## config.mk

```make
export PLATFORM = sky130hd
export DESIGN_NAME = tim_irq_status
export DESIGN_NICKNAME = d
export VERILOG_FILES = /design/src/rtl/tim_sr_pkg.sv /design/src/rtl/tim_trig_det.sv /design/src/rtl/tim_cc_chan.sv /design/src/rtl/tim_irq_status.sv
export SDC_FILE = /design/constraint.sdc
export NUM_CORES = 1
export LEC_CHECK = 0
export ABC_AREA = 1
export ABC_CLOCK_PERIOD_IN_PS = 2020
export BUFFER_PORTS_ARGS = -buffer_cell sky130_fd_sc_hd__buf_2
export CAP_MARGIN = 40
export CORE_ASPECT_RATIO = 1.2
export CORE_MARGIN = 2
export CORE_UTILIZATION = 45
export CTS_BUF_LIST = sky130_fd_sc_hd__clkbuf_8
export DETAILED_ROUTE_END_ITERATION = 16
export PLACE_DENSITY = 0.74
export SETUP_SLACK_MARGIN = 0.1
export SLEW_MARGIN = 30
export SYNTH_ARGS = -nofsm -noshare
export SYNTH_HDL_FRONTEND = slang
export SYNTH_SLANG_ARGS = --single-unit
```

## constraint.sdc

```tcl
create_clock -name clk -period 2.02 [get_ports clk]
set_input_delay 0.101 -clock clk [delete_from_list [all_inputs] [get_ports clk]]
set_output_delay 0.101 -clock clk [all_outputs]
set_load 0.02 [all_outputs]
```

## src/rtl/tim_sr_pkg.sv

```systemverilog
package tim_sr_pkg;
  localparam int TIM_NUM_CH = 4;
  localparam int TIM_DATA_W = 16;
  localparam int TIM_ADDR_W = 8;
  localparam int TIM_SR_OFS = 16;  // status register byte address
  localparam int TIM_IER_OFS = 12; // enable register byte address
endpackage

```

## src/rtl/tim_trig_det.sv

```systemverilog
module tim_trig_det (
  input  logic clk,
  input  logic rst,
  input  logic trig_in,
  input  logic slave_en,
  input  logic gated_mode,
  output logic evt_o
);
  logic prev_q;
  logic rise, fall;

  always_ff @(posedge clk) begin
    if (rst) prev_q <= 1'b0;
    else     prev_q <= trig_in;
  end

  assign rise  = trig_in & ~prev_q;
  assign fall  = ~trig_in & prev_q;
  assign evt_o = slave_en & (rise | (gated_mode & fall));


  fall_ignored_chk: assert property (@(posedge clk) disable iff (rst)
    (!gated_mode && $fell(trig_in)) |-> !evt_o);
endmodule

```

## src/rtl/tim_cc_chan.sv

```systemverilog
module tim_cc_chan (
  input  logic clk,
  input  logic rst,
  input  logic cap_evt,
  input  logic cap_mode,
  input  logic clr_cc,
  input  logic clr_ovc,
  output logic cc_d,
  output logic cc_q,
  output logic ovc_q
);
  logic ovc_d;

  assign cc_d  = cap_evt | (cc_q & ~clr_cc);
  assign ovc_d = (cap_evt & cap_mode & cc_q) | (ovc_q & ~clr_ovc);

  always_ff @(posedge clk) begin
    if (rst) begin
      cc_q  <= 1'b0;
      ovc_q <= 1'b0;
    end else begin
      cc_q  <= cc_d;
      ovc_q <= ovc_d;
    end
  end


  ovc_set_chk: assert property (@(posedge clk) disable iff (rst)
    (cap_evt && cap_mode && cc_q) |=> ovc_q);

  ovc_quiet_chk: assert property (@(posedge clk) disable iff (rst)
    (!ovc_q && !cap_mode) |=> !ovc_q);

  cc_set_wins_chk: assert property (@(posedge clk) disable iff (rst)
    cap_evt |=> cc_q);
endmodule

```

## src/rtl/tim_irq_status.sv

```systemverilog
module tim_irq_status
  import tim_sr_pkg::*;
#(
  parameter int NUM_CH  = TIM_NUM_CH,
  parameter int DATA_W  = TIM_DATA_W,
  parameter int ADDR_W  = TIM_ADDR_W,
  parameter int SR_OFS  = TIM_SR_OFS,
  parameter int IER_OFS = TIM_IER_OFS
) (
  input  logic              clk,
  input  logic              rst,
  input  logic [ADDR_W-1:0] bus_addr,
  input  logic              bus_we,
  input  logic [DATA_W-1:0] bus_wdata,
  output logic [DATA_W-1:0] bus_rdata,
  input  logic              upd_evt,
  input  logic [NUM_CH-1:0] cc_evt,
  input  logic [NUM_CH-1:0] cc_capmode,
  input  logic              trig_in,
  input  logic              slave_en,
  input  logic              gated_mode,
  input  logic              com_evt,
  input  logic              brk_in,
  output logic              irq
);
  localparam int COM_BIT = NUM_CH + 1;
  localparam int TRG_BIT = NUM_CH + 2;
  localparam int BRK_BIT = NUM_CH + 3;
  localparam int SRC_W   = NUM_CH + 4;
  localparam int OVC_LSB = NUM_CH + 5;

  logic              sr_wr, ier_wr;
  logic [DATA_W-1:0] clr_mask;
  logic              trg_evt;
  logic              upd_q, com_q, trg_q, brk_q;
  logic              upd_d, com_d, trg_d, brk_d;
  logic [NUM_CH-1:0] cc_d, cc_q, ovc_q;
  logic [SRC_W-1:0]  src_d, src_q, ier_d, ier_q;
  logic [DATA_W-1:0] sr_view, rd_mux;

  assign sr_wr    = bus_we && (bus_addr == ADDR_W'(SR_OFS));
  assign ier_wr   = bus_we && (bus_addr == ADDR_W'(IER_OFS));
  assign clr_mask = sr_wr ? ~bus_wdata : '0;

  tim_trig_det u_trig (
    .clk        (clk),
    .rst        (rst),
    .trig_in    (trig_in),
    .slave_en   (slave_en),
    .gated_mode (gated_mode),
    .evt_o      (trg_evt)
  );

  for (genvar i = 0; i < NUM_CH; i++) begin : g_ch
    tim_cc_chan u_ch (
      .clk      (clk),
      .rst      (rst),
      .cap_evt  (cc_evt[i]),
      .cap_mode (cc_capmode[i]),
      .clr_cc   (clr_mask[1+i]),
      .clr_ovc  (clr_mask[OVC_LSB+i]),
      .cc_d     (cc_d[i]),
      .cc_q     (cc_q[i]),
      .ovc_q    (ovc_q[i])
    );
  end

  // hardware set dominates a same-edge clear
  assign upd_d = upd_evt | (upd_q & ~clr_mask[0]);
  assign com_d = com_evt | (com_q & ~clr_mask[COM_BIT]);
  assign trg_d = trg_evt | (trg_q & ~clr_mask[TRG_BIT]);
  assign brk_d = brk_in  | (brk_q & ~clr_mask[BRK_BIT]);

  assign src_d = {brk_d, trg_d, com_d, cc_d, upd_d};
  assign src_q = {brk_q, trg_q, com_q, cc_q, upd_q};
  assign ier_d = ier_wr ? bus_wdata[SRC_W-1:0] : ier_q;

  assign sr_view = DATA_W'({ovc_q, 1'b0, src_q});

  always_comb begin
    rd_mux = '0;
    if (bus_addr == ADDR_W'(SR_OFS))       rd_mux = sr_view;
    else if (bus_addr == ADDR_W'(IER_OFS)) rd_mux = DATA_W'(ier_q);
  end

  always_ff @(posedge clk) begin
    if (rst) begin
      upd_q     <= 1'b0;
      com_q     <= 1'b0;
      trg_q     <= 1'b0;
      brk_q     <= 1'b0;
      ier_q     <= '0;
      irq       <= 1'b0;
      bus_rdata <= '0;
    end else begin
      upd_q     <= upd_d;
      com_q     <= com_d;
      trg_q     <= trg_d;
      brk_q     <= brk_d;
      ier_q     <= ier_d;
      irq       <= |(src_d & ier_d);
      bus_rdata <= rd_mux;
    end
  end


  irq_level_chk: assert property (@(posedge clk) disable iff (rst)
    irq == |(src_q & ier_q));

  brk_hold_chk: assert property (@(posedge clk) disable iff (rst)
    brk_in |=> brk_q);

  upd_set_wins_chk: assert property (@(posedge clk) disable iff (rst)
    upd_evt |=> upd_q);

  keep_on_one_chk: assert property (@(posedge clk) disable iff (rst)
    (upd_q && sr_wr && bus_wdata[0]) |=> upd_q);

  reserved_zero_chk: assert property (@(posedge clk) disable iff (rst)
    (bus_rdata[DATA_W-1:DATA_W-3] == 3'b000) && !bus_rdata[SRC_W]);
endmodule

```

==> key figures, run 1 <==
Route
  – DR vias/cell: 4.635
  – Final WL: between 2000 and 3000 µm
  – ANT nets after route: 0
  – Vias: 1,358
  – DR WL/cell: 10.16 µm
  – Pre-Repair DR Iteration Count: 4
  – First DRT Iteration DRCs: 43
  – DRC: 0

Synthesis
  – Distinct cells, synth: 18
  – Mean post-synth cell area: between 7 and 8 µm²
  – Largest family of logic cells by synthesized area: simple AND/OR/NAND/NOR gates
  – Post-synth top area share: 0.4548
  – Ys Warns: 0
  – Sequential-to-total area share from yosys stat: 0.4548
  – Post-synth top area cell: dfxtp_1
  – Mux contribution to synthesized area: 0
  – Primary FF master, synth: dfxtp_1
  – EDFF count, synth: 0
  – Synth Area in Simple Gates: 0.3069
  – Top post-synthesis cells by area: dfxtp_1 45%, nand2_1 12%, nand3_1 9.0%
  – Compound-gate portion of the synthesized area: 0.1196
  – Async SR Flop Fraction: 0
  – Adder-Cell Fraction of Synth Area: 0
  – Most frequent cell after synthesis: nand2_1
  – List of most frequent post-synthesis cells: 49 x nand2_1, 34 x dfxtp_1, 30 x inv_1
  – XOR/XNOR Fraction of Synth Area: 0
  – Seq cells post-synth: 34
  – Synth Cell Area: between 1000 and 1500 µm²
  – Mapped Cells: between 200 and 250

Setup path
  – WS Path Type: in2reg
  – Crit path launch type: primary input
  – Critical path peak fanout: 18
  – Worst Path Required: 2.18 ns
  – Nature of the critical path endpoint: flop
  – Arr. time, crit path: ~1.4 ns

Timing
  – Final Setup Violations: 0
  – Tmin final: between 1 and 1.5 ns
  – Fin. Hold Viols: 0
  – Final Cycle Share: 0.5899
  – Setup TNS: 0 ns
  – Unrepaired setup endpoints after global routing: false
  – Max Transition Viols Final: 0
  – Clock skew: 0.003346 ns
  – F_max: approximately 840 MHz

Placement
  – Post-DP HPWL: 2177 µm
  – Gpl congestion: between 0.8 and 0.9
  – PortBufs: just under 50

Global route
  – Largest net degree at the start of global routing: 23
  – Total Routing Usage GR: 0.1715
  – Via count of the first global-routing pass: approximately 1.3k
  – Grt total ovfl: 0
  – Initial antenna violation count: 0
  – Global-route wire length before repair: ~5000 µm

Clocking
  – Post-CTS Setup Repair Bufs: 0
  – Worst-Skew Late Latency: between 0.2 and 0.3 ns
  – Worst-path clk slew: about 0.07 ns
  – CTS hold repair buffers: 0
  – Clk root buf: clkbuf_8
  – Htree depth: 2
  – Clk sinks: 34
  – CTS tree: built
  – Post-CTS sizing: 0
  – TritonCTS Buffers: 5
  – Clock Tree Buf Depth: 2

Die
  – Initial core utilization: 0.4811
  – I/O pin total: 58
  – FP Rows: 22
  – Die ar.: between 3000 and 4000 µm²
  – Die Span X: ~57 µm
  – Core Region: 3110 µm²
  – Die Height: ~67 µm

Layout
  – Nets: roughly 300
  – Multi-input logic area: approximately 650 µm²
  – Ant diodes: 0
  – Number of fill cells: 330
  – Synthesis-to-layout area growth: 23.91%
  – Share of cells above drive strength 1: 0.2685
  – Register area: about 680 µm²

Hold path
  – Hold Crit Class: in2reg

Flow run
  – Max-Cap Viols: 0

Power
  – Leakage: approximately 0.95 nW
  – Tot Pwr: 1.381 mW
  – Power Density: between 700 and 800 nW/µm²
  – Worst IR Drop VDD: 0.5358 mV

Status
  – Status: complete, no violations
## per-layer routing
layer	vias to the layer above	GRT usage	share of wire
met4	0	0.06250	0.012
met3	5	0.04598	0.065
met2	36	0.3096	0.46
met1	578	0.1941	0.46
li1	739	-	-
met5	-	0	0
## metrics by stage
| step | worst slack, ns | util | instance area (µm²) | std cells | hold WS [ns] |
|---|---|---|---|---|---|
| finish | 0.8284 | 0.5961 | 1854 | 293 | 0.05164 |
| global route | 0.6931 | 0.5961 | 1854 | 293 | 0.09183 |
| CTS | 0.8216 | 0.5961 | 1854 | 293 | 0.04529 |
| detailed placement | 0.5363 | 0.5607 | 1744 | 285 | 0.3292 |
| global placement | 0.5334 | 0.5607 | 1744 | 285 | 0.3338 |
| floorplan | 0.8700 | - | 1508 | 209 | 0.1701 |
## worst max-delay path: stages
cell and delay (ns):
buf_2 0.11, nor2_4 0.11, nand2_4 0.09, nor2_4 0.36, nand3_1 0.13, nand2_1 0.11, nand2_1 0.07, nand2_1 0.06
nand2_1 0.04, nor2_1 0.08, a21oi_1 0.07
## final timing paths
kind              endpoint          startpoint  cells past startpoint  slack, ns
min reg2reg  bus_rdata[10]  g_ch[1].u_ch.ovc_q                      2       0.42
max                    irq         bus_addr[1]                     11       0.83
max reg2reg            irq       u_trig.prev_q                      8       1.08
min          u_trig.prev_q             trig_in                      3       0.05
## report_power, final
part | internal, mW | switching (mW)
clock | 0.344 | 0.228
combinational | 0.0453 | 0.0670
sequential | 0.687 | 0.00960
## cell usage in the layout (no fill, tap or decap), drive strengths merged
cell	count
nor2	21
o21ai	18
a21oi	14
clkbuf	8
buf	50
conb	4
dfxtp	34
nand2	51
nand3	27
inv	30
## kinds of logic (layout without fill, tap and decap cells)
family,Yosys count,count (layout)
and+or+nand+nor,99,99
buffers and inverters,40,88
DFF,34,34
AOI/OAI and AO/OA,32,32
other,1,4
## layout make-up
| cell class | instances | share of cell area |
|---|---|---|
| sequential | 34 | 0.3671 |
| multi-input combinational | 135 | 0.3522 |
| timing repair buffer | 50 | 0.1363 |
| inverter | 30 | 0.06073 |
| clock buffer | 8 | 0.05938 |
| tap | 36 | 0.02429 |
## registers in the layout, summed over array words and instances, names as in the netlist
signal / count
brk_q: 1
bus_rdata: 12
com_q: 1
g_ch.u_ch.cc_q: 4
g_ch.u_ch.ovc_q: 4
ier_q: 8
irq: 1
trg_q: 1
u_trig.prev_q: 1
upd_q: 1
Note: power is estimated with default switching activity, not from simulation.
==> run 2, diff against run 1 <==
Settings changed: ABC_AREA 1 to 0, ABC_CLOCK_PERIOD_IN_PS 2020 to 1040, CORE_UTILIZATION 45 to 44, PLACE_DENSITY 0.74 to 0.77.
Clock period 2.02 ns to 1.04 ns, I/O delays scaled along.
==> run 2 against run 1 <==
The flow now finishes with violations (negative setup slack). Register-to-register slack got worse by 1.3 ns. Via count decreased by 11%. Combinational power increased by 140%. Flip-flop and latch count unchanged. Hold slack got worse by 0.029 ns. Critical path depth decreased by 5. Synthesized cell count decreased by 38%. Die area decreased by 6.4%. Power increased by 92%. Critical path type unchanged. Largest power group unchanged. Highest routed layer unchanged.
==> key figures, run 2 <==
Route
  – Vias: 1,215 (was 1,358)
  – ANT nets after route: 0 (unchanged)
  – First DRT Iteration DRCs: 41 (was 43)
  – Max layer used: met4 (unchanged)
  – Met3 WL post-DR: 193 µm (was 192 µm)
  – Pre-Repair DR Iteration Count: 4 (unchanged)
  – Routed met2 length: 1712 µm (was 1364 µm)
  – Metal-1 WL: 1326 µm (was 1382 µm)
  – DR WL/cell: 14.11 µm (was 10.16 µm)
  – Final WL: 3331 µm (was 2976 µm)
  – DRC: 0 (unchanged)
  – DR vias/cell: 5.148 (was 4.635)

Flow run
  – Max-Cap Viols: 0 (unchanged)

Clocking
  – Worst-path clk slew: 0.07 ns (about the same)
  – CTS tree: built (unchanged)
  – Clk root buf: clkbuf_8 (unchanged)
  – Htree depth: 2 (unchanged)
  – Clock Tree Buf Depth: 2 (unchanged)
  – TritonCTS Buffers: 5 (unchanged)
  – Worst-Skew Late Latency: 0.29 ns (was 0.28 ns)
  – Clk sinks: 34 (unchanged)

Hold path
  – Hold Crit Class: in2reg (unchanged)
  – Hold path depth: 3 (unchanged)

Synthesis
  – Distinct cells, synth: 29 (was 18)
  – Post-synth top area share: 0.4991 (was 0.4548)
  – Most frequent cell after synthesis: dfxtp_1 (was nand2_1)
  – Async SR Flop Fraction: 0 (unchanged)
  – Post-synth top area cell: dfxtp_1 (unchanged)
  – Mapped Cells: 128 (was 206)
  – Sequential-to-total area share from yosys stat: 0.4991 (was 0.4548)
  – Seq cells post-synth: 34 (unchanged)
  – EDFF count, synth: 0 (unchanged)
  – Synth Cell Area: 1364 µm² (was 1496 µm²)
  – List of most frequent post-synthesis cells: 34 x dfxtp_1, 19 x nor2_1, 8 x a22o_1 (was 49 x nand2_1, 34 x dfxtp_1, 30 x inv_1)
  – Ys Warns: 0 (unchanged)
  – Mean post-synth cell area: 10.65 µm² (was 7.264 µm²)
  – Top post-synthesis cells by area: dfxtp_1 50%, nor2_1 5.2%, nor4b_4 5.2% (was dfxtp_1 45%, nand2_1 12%, nand3_1 9.0%)
  – Primary FF master, synth: dfxtp_1 (unchanged)

Power
  – Internal power: 1.999 mW (was 1.076 mW)
  – Flop pwr share: 0.511 (was 0.505)
  – Clk network pwr share: 0.388 (was 0.414)
  – Share of total power in combinational logic: 0.100 (was 0.081)
  – Reported net switching power: 653.4 µW (was 304.6 µW)
  – Worst IR Drop VDD: 1.257 mV (was 0.5358 mV)
  – Leakage: 0.9126 nW (was 0.9506 nW)
  – Sw Share: 0.2463 (was 0.2206)
  – Power Density: 1301 nW/µm² (was 744.7 nW/µm²)

Layout
  – Synthesis-to-layout area growth: 49.45% (was 23.91%)
  – Share of cells above drive strength 1: 0.5050 (was 0.2685)
  – Most frequent cells in the layout: 43 x buf_2, 33 x dfxtp_1, 19 x nor2_1 (was 49 x nand2_1, 49 x buf_2, 34 x dfxtp_1)
  – Max FFs per register: 12 (unchanged)
  – Ant diodes: 0 (unchanged)
  – Nets: 240 (was 297)
  – Register area: 681.9 µm² (was 680.7 µm²)
  – Commonest non-fill, non-tap cell in the layout: buf_2
  – Most flops, register: bus_rdata (unchanged)
  – Number of fill cells: 220 (was 330)
  – Top flop regs: bus_rdata x12, ier_q x8 (unchanged)
  – Fin cells: 236 (was 293)
  – Multi-input logic area: 740.7 µm² (was 653.1 µm²)
  – Post-route cell area: 2038 µm² (was 1854 µm²)

Setup path
  – Crit path cell chain: buf_8 > nor4b_4 > nand3_4 > mux2_4 > a22oi_2 > a41oi_2 (was buf_2 > nor2_4 > nand2_4 > nor2_4 > nand3_1 > nand2_1 > nand2_1 > nand2_1 > nand2_1 > nor2_1 > a21oi_1)
  – Slowest cell on the critical path: mux2_4 (was nor2_4)
  – Top delay family on crit path: simple AND/OR/NAND/NOR gates (unchanged)
  – Worst Path Required: 1.21 ns (was 2.18 ns)
  – Critical path peak fanout: 8 (was 18)
  – WP buf/inv: 1 (unchanged)
  – WS Path Type: in2reg (unchanged)
  – Crit path largest cell delay: 0.35 ns (was 0.36 ns)
  – Cell count along the critical path: 6 (was 11)
  – Worst Reg-to-Reg Cells: 5 (was 8)
  – Arr. time, crit path: 1.40 ns (was 1.35 ns)
  – Crit path launch type: primary input (unchanged)
  – Nature of the critical path endpoint: flop (unchanged)

Global route
  – Grt total ovfl: 0 (unchanged)
  – Largest net degree at the start of global routing: 16 (was 23)
  – Total Routing Usage GR: 0.2114 (was 0.1715)
  – Initial antenna violation count: 0 (unchanged)
  – Via count of the first global-routing pass: 1,257 (was 1,263)
  – Global-route wire length before repair: 5409 µm (was 5126 µm)

Die
  – Die Height: 64.99 µm (was 67.17 µm)
  – I/O pin total: 58 (unchanged)
  – FP Rows: 22 (unchanged)
  – Die ar.: 3562 µm² (was 3805 µm²)
  – Initial core utilization: 0.4545 (was 0.4811)
  – Core Region: 3000 µm² (was 3110 µm²)
  – Die Span X: 54.82 µm (was 56.64 µm)

Timing
  – Final Cycle Share: 1.185
  – Max Transition Viols Final: 0 (unchanged)
  – Tmin final: 1.233 ns
  – Final Setup Violations: 5 (was 0)
  – Clock skew: 0.002837 ns (was 0.003346 ns)
  – Unrepaired setup endpoints after global routing: true (was false)
  – Final WS setup: -0.1928 ns (was 0.8284 ns)
  – F_max: 811.1 MHz
  – Fin. Hold Viols: 0 (unchanged)

Placement
  – Post-DP Area: 1740 µm² (was 1744 µm²)
  – PortBufs: 49 (unchanged)
  – Gpl congestion: 0.8513 (was 0.8361)
  – Post-DP HPWL: 2372 µm (was 2177 µm)
  – Placed Instances: 222 (was 285)

Status
  – Failing checks: negative setup slack
  – Status: finished with violations (was complete, no violations)
## run 2: cell types whose count changed after synthesis, sizes merged, moves of 8 or more
| cell | delta |
|---|---|
| a22o | +8 |
| o21ai | -13 |
| a21oi | -9 |
| inv | -29 |
| nand3 | -21 |
| nand2 | -49 |
## run 2: worst min-delay path, delay by kind of cell
kind            cells  cell delay (ns)
simple gates        1             0.07
buf+inv             1             0.09
compound gates      1             0.06
## run 2: cell families after synthesis
| group | Yosys count | synth area share |
|---|---|---|
| AND/OR/NAND/NOR | 50 | 0.2468 |
| other | 1 | 0.002750 |
| AO/OA/AOI/OAI | 27 | 0.1523 |
| flip-flops | 34 | 0.4991 |
| multiplexers | 8 | 0.06606 |
| buffers and inverters | 8 | 0.03303 |
## run 2: metrics by stage
| step | utilization | total power, mW | hold WS (ns) | worst slack [ns] | setup TNS (ns) |
|---|---|---|---|---|---|
| floorplan | - | 1.484 | 0.1236 | -0.2250 | -0.4555 |
| global placement | 0.5801 | 1.596 | 0.3235 | -0.4704 | -5.774 |
| detailed placement | 0.5801 | 1.604 | 0.3341 | -0.4933 | -6.830 |
| CTS | 0.6439 | 2.640 | 0.02748 | -0.1652 | -0.1688 |
| global route | 0.6793 | 2.764 | 0.03533 | -0.2507 | -0.8495 |
| finish | 0.6793 | 2.653 | 0.02231 | -0.1928 | -0.2380 |
## run 2: area by class of cell
cell class | count | area share
multi-input cells | 89 | 0.3634
flip-flops and latches | 34 | 0.3346
repair buffers | 68 | 0.2314
clock buffers | 6 | 0.04052
well taps | 36 | 0.02210
clock inverters | 2 | 0.006139
inverters | 1 | 0.001842
## run 2: metal layers
metal	vias to the layer above	GRT usage
li1	597	-
met2	37	0.3527
met3	9	0.06682
met5	-	0
met1	572	0.2303
met4	0	0.1063
## run 2: path summary, 6_finish.rpt
check | end | slack (ns) | from
worst max-delay path | irq | -0.19 | bus_addr[5]
worst min-delay path | g_ch[3].u_ch.ovc_q | 0.02 | cc_capmode[3]
worst max register to register | irq | -0.18 | u_trig.prev_q
worst min register to register | g_ch[3].u_ch.ovc_q | 0.45 | g_ch[3].u_ch.ovc_q
## run 2: repair_timing
| item | in CTS | in global routing |
|---|---|---|
| setup buffers | 4 | 4 |
| setup endpoints to repair | 19 | 27 |
| hold buffers | 0 | 0 |
| gates resized for setup | 24 | 20 |
| pin swaps | 13 | 9 |
## run 2: power by group through the flow
stage | combinational [mW] | clock (mW) | sequential [mW]
after floorplan | 0.105 | 0 | 1.38
after global placement | 0.215 | 0 | 1.38
after detailed placement | 0.220 | 0 | 1.38
final | 0.266 | 1.03 | 1.36
after global routing | 0.291 | 1.11 | 1.36
after CTS | 0.245 | 1.04 | 1.35
==> run 3, diff against run 2 <==
Settings changed: CTS_BUF_LIST sky130_fd_sc_hd__clkbuf_8 to sky130_fd_sc_hd__clkbuf_2, CTS_CLUSTER_DIAMETER set to 200.
==> run 3 against run 2 <==
The flow still finishes with violations (negative setup slack). Non-clock buffer count grew 16. Power decreased by 14%. Hold slack better by 0.0011 ns. Final area up 4.5%. Clock power down 39%. Combinational power grew 12%. Count of clock-buffer cells in the layout shrank 1. Final cell count is 6.8% higher. Core utilization rose by 3.0 points. Critical path depth down 1. Critical endpoint unchanged.
==> key figures, run 3 (synthesis results as in run 2) <==
Route
  – Vias: 1,313 (was 1,215)
  – DR vias/cell: 5.210 (was 5.148)
  – DR WL/cell: 14.15 µm (was 14.11 µm)
  – Final WL: 3566 µm (was 3331 µm)
  – First DRT Iteration DRCs: 40 (was 41)
  – DRC: 0 (unchanged)
  – ANT nets after route: 0 (unchanged)
  – Pre-Repair DR Iteration Count: 6 (was 4)

Power
  – Flop pwr share: 0.594 (was 0.511)
  – Leakage: 0.9493 nW (was 0.9126 nW)
  – Tot Pwr: 2.282 mW (was 2.653 mW)
  – Sw Share: 0.2758 (was 0.2463)
  – Reported net switching power: 629.4 µW (was 653.4 µW)
  – Power Density: 1072 nW/µm² (was 1301 nW/µm²)
  – Internal power: 1.653 mW (was 1.999 mW)
  – Share of total power in combinational logic: 0.131 (was 0.100)
  – Clk network pwr share: 0.275 (was 0.388)
  – Worst IR Drop VDD: 0.9371 mV (was 1.257 mV)

Placement
  – Gpl congestion: 0.8513 (unchanged)
  – Pre-CTS setup slack: -0.4933 ns (unchanged)
  – PortBufs: 49 (unchanged)
  – Placed Instances: 222 (unchanged)
  – Post-DP HPWL: 2372 µm (unchanged)

Global route
  – Grt total ovfl: 0 (unchanged)
  – Largest net degree at the start of global routing: 16 (unchanged)
  – Initial antenna violation count: 0 (unchanged)
  – Global-route wire length before repair: 5699 µm (was 5409 µm)
  – Total Routing Usage GR: 0.2246 (was 0.2114)
  – Via count of the first global-routing pass: 1,300 (was 1,257)

Timing
  – F_max: 823.8 MHz (was 811.1 MHz)
  – Fin. Hold Viols: 0 (unchanged)
  – Tmin final: 1.214 ns (was 1.233 ns)
  – Max Transition Viols Final: 0 (unchanged)
  – Final Setup Violations: 2 (was 5)
  – Final WS setup: -0.1739 ns (was -0.1928 ns)
  – Setup TNS: -0.2016 ns (was -0.2380 ns)
  – Unrepaired setup endpoints after global routing: true (unchanged)
  – Final Cycle Share: 1.167 (was 1.185)
  – Clock skew: 0.01146 ns (was 0.002837 ns)

Layout
  – Synthesis-to-layout area growth: 56.15% (was 49.45%)
  – Max FFs per register: 12 (unchanged)
  – Commonest non-fill, non-tap cell in the layout: buf_2 (unchanged)
  – Share of cells above drive strength 1: 0.4398 (was 0.5050)
  – Ant diodes: 0 (unchanged)
  – Most frequent cells in the layout: 35 x buf_2, 22 x dlygate4sd3_1, 21 x dfxtp_1 (was 43 x buf_2, 33 x dfxtp_1, 19 x nor2_1)
  – Fin cells: 252 (was 236)
  – Nets: 256 (was 240)
  – Top flop regs: bus_rdata x12, ier_q x8 (unchanged)
  – Most flops, register: bus_rdata (unchanged)

Setup path
  – Worst Reg-to-Reg Cells: 5 (unchanged)
  – Arr. time, crit path: 1.52 ns (was 1.40 ns)
  – Crit. Startpoint: u_trig.prev_q (was bus_addr[5])
  – Worst Path Required: 1.34 ns (was 1.21 ns)
  – R2R setup slack: -0.17 ns (was -0.18 ns)
  – WS Path Type: reg2reg (was in2reg)
  – Critical path peak fanout: 2 (was 8)
  – Nature of the critical path endpoint: flop (unchanged)
  – Reg2Reg Launch Point: u_trig.prev_q (unchanged)
  – Crit path launch type: flop (was primary input)

Clocking
  – Post-CTS Setup Repair Bufs: 0 (was 4)
  – Worst-path clk slew: 0.19 ns (was 0.07 ns)
  – Worst-Skew Late Latency: 0.40 ns (was 0.29 ns)
  – Clk root buf: clkbuf_2 (was clkbuf_8)
  – TritonCTS Buffers: 5 (unchanged)
  – Clk sinks: 34 (unchanged)
  – Clock Tree Buf Depth: 2 (unchanged)
  – CTS tree: built (unchanged)
  – Htree depth: 2 (unchanged)

Die
  – FP Rows: 22 (unchanged)
  – Core Region: 3000 µm² (unchanged)
  – Die Span X: 54.82 µm (unchanged)
  – Initial core utilization: 0.4545 (unchanged)
  – I/O pin total: 58 (unchanged)
  – Die Height: 64.99 µm (unchanged)
  – Die ar.: 3562 µm² (unchanged)

Status
  – Status: finished with violations (unchanged)
  – Failing checks: negative setup slack (unchanged)

Hold path
  – Hold path depth: 4 (was 3)
  – Hold Crit Class: in2reg (unchanged)
  – Hold Path Origin: bus_wdata[5] (was cc_capmode[3])

Flow run
  – Max-Cap Viols: 0 (unchanged)
-- run 3: changes by cell type in the layout (fill, tap and decap cells not counted), moves of 5 or more --
| cell | previous run | this run |
|---|---|---|
| buf_6 | 9 | 15 |
| clkbuf_8 | 6 | 0 |
| dfxtp_1 | 33 | 21 |
| buf_2 | 43 | 35 |
| dlygate4sd3_1 | 0 | 22 |
| dfxtp_2 | 1 | 13 |
| clkbuf_2 | 0 | 5 |
-- run 3: routing by layer --
layer | global-route usage | part of all wire | wire length (µm) | vias to the layer above
met4 | 0.1344 | 0.031 | 111 | 0
met2 | 0.3765 | 0.53 | 1885 | 49
met1 | 0.2413 | 0.39 | 1391 | 620
met5 | 0 | 0 | 0 | -
li1 | - | - | - | 632
met3 | 0.05760 | 0.050 | 177 | 12
-- run 3: path summary, 6_finish.rpt --
kind / end
worst min-delay path: com_q
worst max-delay path: irq
worst max register to register: irq
worst min register to register: bus_rdata[9]
-- run 3: stage by stage --
step | cell area (µm²) | hold slack (ns) | util
floorplan | 1385 | 0.1236 | -
global placement | 1740 | 0.3235 | 0.5801
detailed placement | 1740 | 0.3341 | 0.5801
CTS | 2037 | 0.01869 | 0.6789
global route | 2130 | 0.02850 | 0.7098
finish | 2130 | 0.02341 | 0.7098
-- run 3: worst max-delay path, cell delays in order (launching register included) --
cell and delay [ns]:
dfxtp_2 0.35, nand3b_1 0.07, o21ai_1 0.06, a221o_1 0.35, a22oi_2 0.18, a41oi_2 0.12
-- run 3: power groups by stage --
| stage | sequential [mW] | clock (mW) | combinational (mW) |
|---|---|---|---|
| floorplan | 1.38 | 0 | 0.105 |
| global placement | 1.38 | 0 | 0.215 |
| detailed placement | 1.38 | 0 | 0.220 |
| CTS | 1.36 | 0.633 | 0.287 |
| global route | 1.36 | 0.695 | 0.323 |
| finish | 1.36 | 0.627 | 0.298 |
-- run 3: repair_timing --
item | 4_1_cts | 5_1_grt
pin swaps | 4 | 5
gates cloned | 0 | 0
hold buffers | 22 | 0
hold endpoints to repair | 19 | 0
setup endpoints to repair | 12 | 19
resized for setup | 14 | 35
-- run 3: cell type report --
class,instances,area [µm²]
Tap cell,36,45.04
Clock buffer,5,25.02
Clock inverter,3,16.27
Multi-Input combinational cell,89,675.6
Timing Repair Buffer,84,666.9
Inverter,1,3.754
Sequential cell,34,696.9
Fill cell,219,870.8
